[src/rtl/pwrseq_pkg.sv]
package pwrseq_pkg;

   // larger of two elaboration-time integers
   function automatic int imax(input int a, input int b);
      return (a > b) ? a : b;
   endfunction

endpackage

[src/rtl/pwrseq_sync.sv]
module pwrseq_sync #(
   parameter int STAGES = 2
) (
   input  logic clk,
   input  logic arst_n,
   output logic q
);

   if (STAGES < 2) begin : g_bad_stages
      $error("pwrseq_sync: STAGES must be at least 2");
   end

   logic [STAGES-1:0] chain;

   // asserted asynchronously, released after STAGES edges
   always_ff @(posedge clk or negedge arst_n) begin
      if (!arst_n) chain <= '0;
      else         chain <= {chain[STAGES-2:0], 1'b1};
   end

   assign q = chain[STAGES-1];

   assert_release_after_high_R2: assert property (@(posedge clk) disable iff (!arst_n)
      $rose(q) |-> $past(arst_n));

endmodule

[src/rtl/pwrseq_window.sv]
module pwrseq_window #(
   parameter int LIMIT = 16,
   localparam int W = $clog2(LIMIT + 1)
) (
   input  logic         clk,
   input  logic         arst_n,
   input  logic         hold,
   input  logic         tick,
   output logic [W-1:0] cnt,
   output logic         done
);

   if (LIMIT < 1) begin : g_bad_limit
      $error("pwrseq_window: LIMIT must be positive");
   end

   localparam logic [W-1:0] TOP = W'(LIMIT);

   always_ff @(posedge clk or negedge arst_n) begin
      if (!arst_n)                     cnt <= '0;
      else if (hold)                   cnt <= '0;
      else if (tick && (cnt != TOP))   cnt <= cnt + 1'b1;
   end

   assign done = (cnt == TOP);

   assert_cnt_bound_R3: assert property (@(posedge clk) disable iff (!arst_n)
      cnt <= TOP);

   assert_cnt_idle_R3: assert property (@(posedge clk) disable iff (!arst_n)
      (!hold && !tick) |=> (cnt == $past(cnt)));

   assert_cnt_restart_R9: assert property (@(posedge clk) disable iff (!arst_n)
      hold |=> (cnt == '0));

endmodule

[src/rtl/pwrseq_zflag.sv]
module pwrseq_zflag #(
   parameter int NZF = 2
) (
   input  logic           awake,
   input  logic           blank_done,
   input  logic           dac_en,
   input  logic [NZF-1:0] zd_in,
   output logic [NZF-1:0] zflag
);

   for (genvar i = 0; i < NZF; i++) begin : g_ch
      always_comb begin
         if (!awake || !blank_done) zflag[i] = 1'b0;
         else if (!dac_en)          zflag[i] = 1'b1;
         else                       zflag[i] = zd_in[i];
      end
   end

endmodule

[src/rtl/codec_pwr_seq.sv]
module codec_pwr_seq #(
   parameter int NZF             = 2,
   parameter int SYNC_STAGES     = 2,
   parameter int ADC_INIT_FRAMES = 522,
   parameter int DAC_INIT_FRAMES = 516,
   parameter int ZF_HOLD_FRAMES  = 11,
   parameter int CLICK_FRAMES    = 512,
   parameter int MUTE_FRAMES     = 4
) (
   input  logic           clk,
   input  logic           pdn_n,
   input  logic           adc_pwr_en,
   input  logic           dac_pwr_en,
   input  logic           frame_stb,
   input  logic [NZF-1:0] zero_det_in,
   output logic           ctrl_reg_rst,
   output logic           adc_filt_rst,
   output logic           dac_filt_rst,
   output logic           adc_sdo_zero,
   output logic           dac_mute_req,
   output logic           ext_mute_req,
   output logic           adc_ready,
   output logic           dac_ready,
   output logic [NZF-1:0] zero_flag
);
   import pwrseq_pkg::*;

   localparam int WAKE_MAX = imax(ZF_HOLD_FRAMES, CLICK_FRAMES + MUTE_FRAMES);
   localparam int WAKE_W   = $clog2(WAKE_MAX + 1);
   localparam int ADC_W    = $clog2(ADC_INIT_FRAMES + 1);
   localparam int DAC_W    = $clog2(DAC_INIT_FRAMES + 1);

   if (NZF < 1) begin : g_bad_nzf
      $error("codec_pwr_seq: NZF must be at least 1");
   end
   if (MUTE_FRAMES < 1) begin : g_bad_mute
      $error("codec_pwr_seq: MUTE_FRAMES must be at least 1");
   end

   logic              awake;
   logic [WAKE_W-1:0] wake_cnt;
   logic              wake_full;
   logic [ADC_W-1:0]  adc_cnt;
   logic              adc_done;
   logic [DAC_W-1:0]  dac_cnt;
   logic              dac_done;
   logic              blank_done;
   logic              click_win;

   pwrseq_sync #(.STAGES(SYNC_STAGES)) u_sync (
      .clk(clk), .arst_n(pdn_n), .q(awake));

   pwrseq_window #(.LIMIT(WAKE_MAX)) u_wake (
      .clk(clk), .arst_n(pdn_n), .hold(!awake), .tick(frame_stb),
      .cnt(wake_cnt), .done(wake_full));

   pwrseq_window #(.LIMIT(ADC_INIT_FRAMES)) u_adc_win (
      .clk(clk), .arst_n(pdn_n), .hold(!awake || !adc_pwr_en), .tick(frame_stb),
      .cnt(adc_cnt), .done(adc_done));

   pwrseq_window #(.LIMIT(DAC_INIT_FRAMES)) u_dac_win (
      .clk(clk), .arst_n(pdn_n), .hold(!awake || !dac_pwr_en), .tick(frame_stb),
      .cnt(dac_cnt), .done(dac_done));

   assign blank_done = (wake_cnt >= WAKE_W'(ZF_HOLD_FRAMES));
   assign click_win  = (wake_cnt >= WAKE_W'(CLICK_FRAMES)) &&
                       (wake_cnt <  WAKE_W'(CLICK_FRAMES + MUTE_FRAMES));

   pwrseq_zflag #(.NZF(NZF)) u_zflag (
      .awake(awake), .blank_done(blank_done), .dac_en(dac_pwr_en),
      .zd_in(zero_det_in), .zflag(zero_flag));

   assign ctrl_reg_rst = !awake;
   assign adc_filt_rst = !awake;
   assign dac_filt_rst = !awake;
   assign adc_ready    = awake && adc_pwr_en && adc_done;
   assign dac_ready    = awake && dac_pwr_en && dac_done;
   assign adc_sdo_zero = !adc_ready;
   assign dac_mute_req = !dac_ready;
   assign ext_mute_req = !awake || click_win;

   assert_adc_ready_on_frame_R11: assert property (@(posedge clk) disable iff (!pdn_n)
      $rose(adc_ready) |-> $past(frame_stb));

   assert_dac_ready_on_frame_R11: assert property (@(posedge clk) disable iff (!pdn_n)
      $rose(dac_ready) |-> $past(frame_stb));

   assert_adc_gate_R3: assert property (@(posedge clk) disable iff (!pdn_n)
      (adc_cnt != ADC_W'(ADC_INIT_FRAMES)) |-> adc_sdo_zero);

   assert_dac_gate_R4: assert property (@(posedge clk) disable iff (!pdn_n)
      (dac_cnt != DAC_W'(DAC_INIT_FRAMES)) |-> dac_mute_req);

   assert_zf_low_after_wake_R5: assert property (@(posedge clk) disable iff (!pdn_n)
      $rose(awake) |=> (zero_flag == '0));

   assert_click_after_frame_R8: assert property (@(posedge clk) disable iff (!pdn_n)
      ($rose(ext_mute_req) && awake) |-> $past(frame_stb));

   assert_wake_full_quiet_R8: assert property (@(posedge clk) disable iff (!pdn_n)
      wake_full |-> !ext_mute_req);

endmodule

[config.mk]
export PLATFORM = sky130hd
export DESIGN_NAME = codec_pwr_seq
export DESIGN_NICKNAME = d
export VERILOG_FILES = /design/src/rtl/pwrseq_pkg.sv /design/src/rtl/pwrseq_sync.sv /design/src/rtl/pwrseq_window.sv /design/src/rtl/pwrseq_zflag.sv /design/src/rtl/codec_pwr_seq.sv
export SDC_FILE = /design/constraint.sdc
export NUM_CORES = 1
export LEC_CHECK = 0
export BUFFER_PORTS_ARGS = -buffer_cell sky130_fd_sc_hd__buf_2
export CELL_PAD_IN_SITES_DETAIL_PLACEMENT = 1
export CELL_PAD_IN_SITES_GLOBAL_PLACEMENT = 1
export CORE_ASPECT_RATIO = 0.8
export CORE_MARGIN = 1.5
export CORE_UTILIZATION = 30
export CTS_CLUSTER_DIAMETER = 200
export DETAILED_ROUTE_END_ITERATION = 12
export GPL_ROUTABILITY_DRIVEN = 0
export PLACE_DENSITY = 0.64
export SETUP_SLACK_MARGIN = 0.05
export SKIP_CTS_REPAIR_TIMING = 1
export SLEW_MARGIN = 15
export SYNTH_ARGS = -nofsm -noshare
export SYNTH_HDL_FRONTEND = slang
export SYNTH_SLANG_ARGS = --single-unit
[constraint.sdc]
create_clock -name clk -period 3.3 [get_ports clk]
set_input_delay 0.33 -clock clk [delete_from_list [all_inputs] [get_ports clk]]
set_output_delay 0.33 -clock clk [all_outputs]
set_load 0.1 [all_outputs]
==> metrics <==
final setup violation count=0; Hold Path Class=in2async; first-iteration detailed-routing DRC count=51; EDFF count, synth=0; post-placement cell count=275; Site Rows=24; Synth Area in XOR/XNOR=0.0882; period utilization=0.779; CP Class=reg2out; clk_lat worst skew=0.29 ns; Layout area overhead=12.3%; syn nets=200; hpwl dp=2830 um; worst reg2reg path depth=6; largest family of logic cells by synthesized area=simple AND/OR/NAND/NOR gates; PortBufs=16; biggest area consumer among synthesized cells=dfrtp_1; Highest Clock Rate=389 MHz; cell chain of the critical path=inv_2 > ha_1 > nor3b_1 > nand3_1 > or2_2 > inv_1 > buf_2; post-synthesis compound-gate area fraction=0.107; Tightest Pin Transition=0.741 ns; root buffer cell=clkbuf_8; fillers=664; Reg2Reg Launch Point=u_dac_win.cnt[0]$_DFFE_PN0P_; IO Pins=17; layout cells sized above 1=0.176; routed via count=1413; Mapped Area=1790 um^2; post-synthesis mux area share=0.0112; die height=72.0 um; Worst EP arrival=2.24 ns; Routed WL=4090 um; post-synthesis cell type count=38; Setup crit start kind=flop; CTS tree=built; WL per Instance=14.5 um; CORE AREA=5590 um^2; # nets final=217; Num CTS Buffers=5; worst r2r dst=u_dac_win.cnt[0]$_DFFE_PN0P_; Die ar.=6430 um^2; clock sink count=32; synth top area cells=dfrtp_1 45%, nand4_1 5.6%, xnor2_1 5.4%; Synth Area in Adders=0.0420; Commonest cells post-synth=32 x dfrtp_1, 23 x nor2_1, 16 x nand4_1, 13 x nand2_1, 11 x xnor2_1; Max FO, Critical Path=6; 1st-pass router iterations=4; Final Skew=0.00888 ns; Static Leak=0.831 nW; Worst slew margin=0.506; final hold violation count=0; DRC Markers=0; cell with the most instances after synthesis=dfrtp_1; Max clock buf depth=2; post-synth top area share=0.448; YS warnings=0; R2R Setup Slk=1.60 ns; Slowest cell on crit path=dfrtp_1; maximum vdd drop=0.129 mV; Via-to-Cell Ratio=5.01; Async SR Flop Fraction=1.00; fin cells=282; RSZ-0062 raised after global routing=false; Pwr Density=382 nW/um^2; Req. time, crit path=2.97 ns; slowest stage delay, CP=0.46 ns; vias in the first global route=1438; fin. max-slew vios=0; status=finished clean; total of max-cap violations=0; Syn Inst Count=187; Worst Setup End Kind=output pin; #FFs+latches synth=32; initial antenna violation count=0; dominant synthesized flop cell=dfrtp_1; Synth Area in Simple Gates=0.249; GR Overflow Total=0; GR Util All Layers=0.146; Seq/Total Area, Yosys=0.448; die width=89.3 um; pin count of the biggest net entering global routing=33; Final TNS setup=0 ns; initial core utilization=0.320; diode count=0; syn_area_per_cell=9.55 um^2; post-route ant nets=0; H-tree depth=2; Final Critical Period=2.57 ns; Clk pin slew, worst setup/hold paths=0.07 ns; first-pass GRT wire length=7090 um
-- worst max-delay path: cells and delay by family (launching register included) --
kind          cells  cell delay [ns]
simple gates      3             0.80
buf+inv           3             0.56
flops             1             0.46
fa+ha+maj         1             0.13
-- through the flow --
| step | total power, W | setup slack (ns) | area [um^2] | hold WS, ns | utilization |
|---|---|---|---|---|---|
| after global routing | 0.000808 | 0.579 | 2010 | 0.175 | 0.359 |
| after global placement | 0.000484 | 1.11 | 1930 | 0.332 | 0.345 |
| final | 0.000767 | 0.730 | 2010 | 0.104 | 0.359 |
| after detailed placement | 0.000485 | 1.06 | 1930 | 0.339 | 0.345 |
| after floorplan | 0.000463 | 0.154 | 1790 | 0.0344 | - |
| after CTS | 0.000787 | 0.700 | 2010 | 0.134 | 0.359 |
-- power by group --
| part | internal (W) | switching, W |
|---|---|---|
| combinational | 0.0000161 | 0.0000540 |
| clock | 0.000143 | 0.000147 |
| sequential | 0.000398 | 0.00000862 |
-- worst max path at each step --
stage / from / end
after floorplan: u_adc_win.cnt[4]$_DFFE_PN0P_ / adc_ready
after global placement: u_dac_win.cnt[0]$_DFFE_PN0P_ / dac_ready
after detailed placement: u_dac_win.cnt[0]$_DFFE_PN0P_ / dac_ready
after CTS: u_dac_win.cnt[0]$_DFFE_PN0P_ / dac_ready
after global routing: u_dac_win.cnt[1]$_DFFE_PN0P_ / dac_ready
final: u_dac_win.cnt[0]$_DFFE_PN0P_ / dac_ready
-- metal layers --
layer  vias up  part of all wire  GRT usage
met5         -                 0          0
met4         0             0.015     0.0564
met3         4             0.038     0.0410
met2        23              0.42      0.210
met1       691              0.53      0.208
li1        695                 -          -
-- state kept, by name (all words and copies together) (netlist names) --
| register | flops |
|---|---|
| u_adc_win.cnt | 10 |
| u_dac_win.cnt | 10 |
| u_wake.cnt | 10 |
| u_sync.chain | 2 |
-- final cells by class --
type                    instances  area (um^2)  share of cell area
inverters                      12         48.8              0.0243
clock buffers                   6         72.6              0.0362
repair buffers                 17         87.6              0.0437
multi-input cells             136          893               0.445
well taps                      78         97.6              0.0487
clock inverters                 1         5.00             0.00250
flip-flops and latches         32          801               0.399
-- kinds of logic (layout without fill, tap and decap cells) --
kind of cell	count (synthesis)	after routing
compound gates	28	28
xor+xnor	18	18
fa+ha+maj	6	6
buf+inv	19	36
flops	32	32
mux	2	2
other cells	1	1
simple gates	81	81
-- layout by cell type, fill, tap and decap left out, types with 2 or more instances in the layout --
| master | count |
|---|---|
| clkbuf_8 | 5 |
| buf_2 | 16 |
| nand3_1 | 5 |
| nor4_2 | 2 |
| ha_1 | 6 |
| nand2_1 | 13 |
| and3_1 | 3 |
| nor3_1 | 6 |
| nor2_1 | 23 |
| o21ai_0 | 6 |
| or3_1 | 5 |
| nor4b_2 | 2 |
| xor2_1 | 7 |
| inv_1 | 8 |
| o41ai_1 | 2 |
| inv_2 | 2 |
| nand2b_1 | 2 |
| a21oi_1 | 8 |
| xnor2_1 | 11 |
| dfrtp_1 | 32 |
| a31oi_1 | 3 |
| nand4_1 | 16 |
| a41oi_2 | 2 |
| mux2i_1 | 2 |
Note: power is estimated with default switching activity, not from simulation.
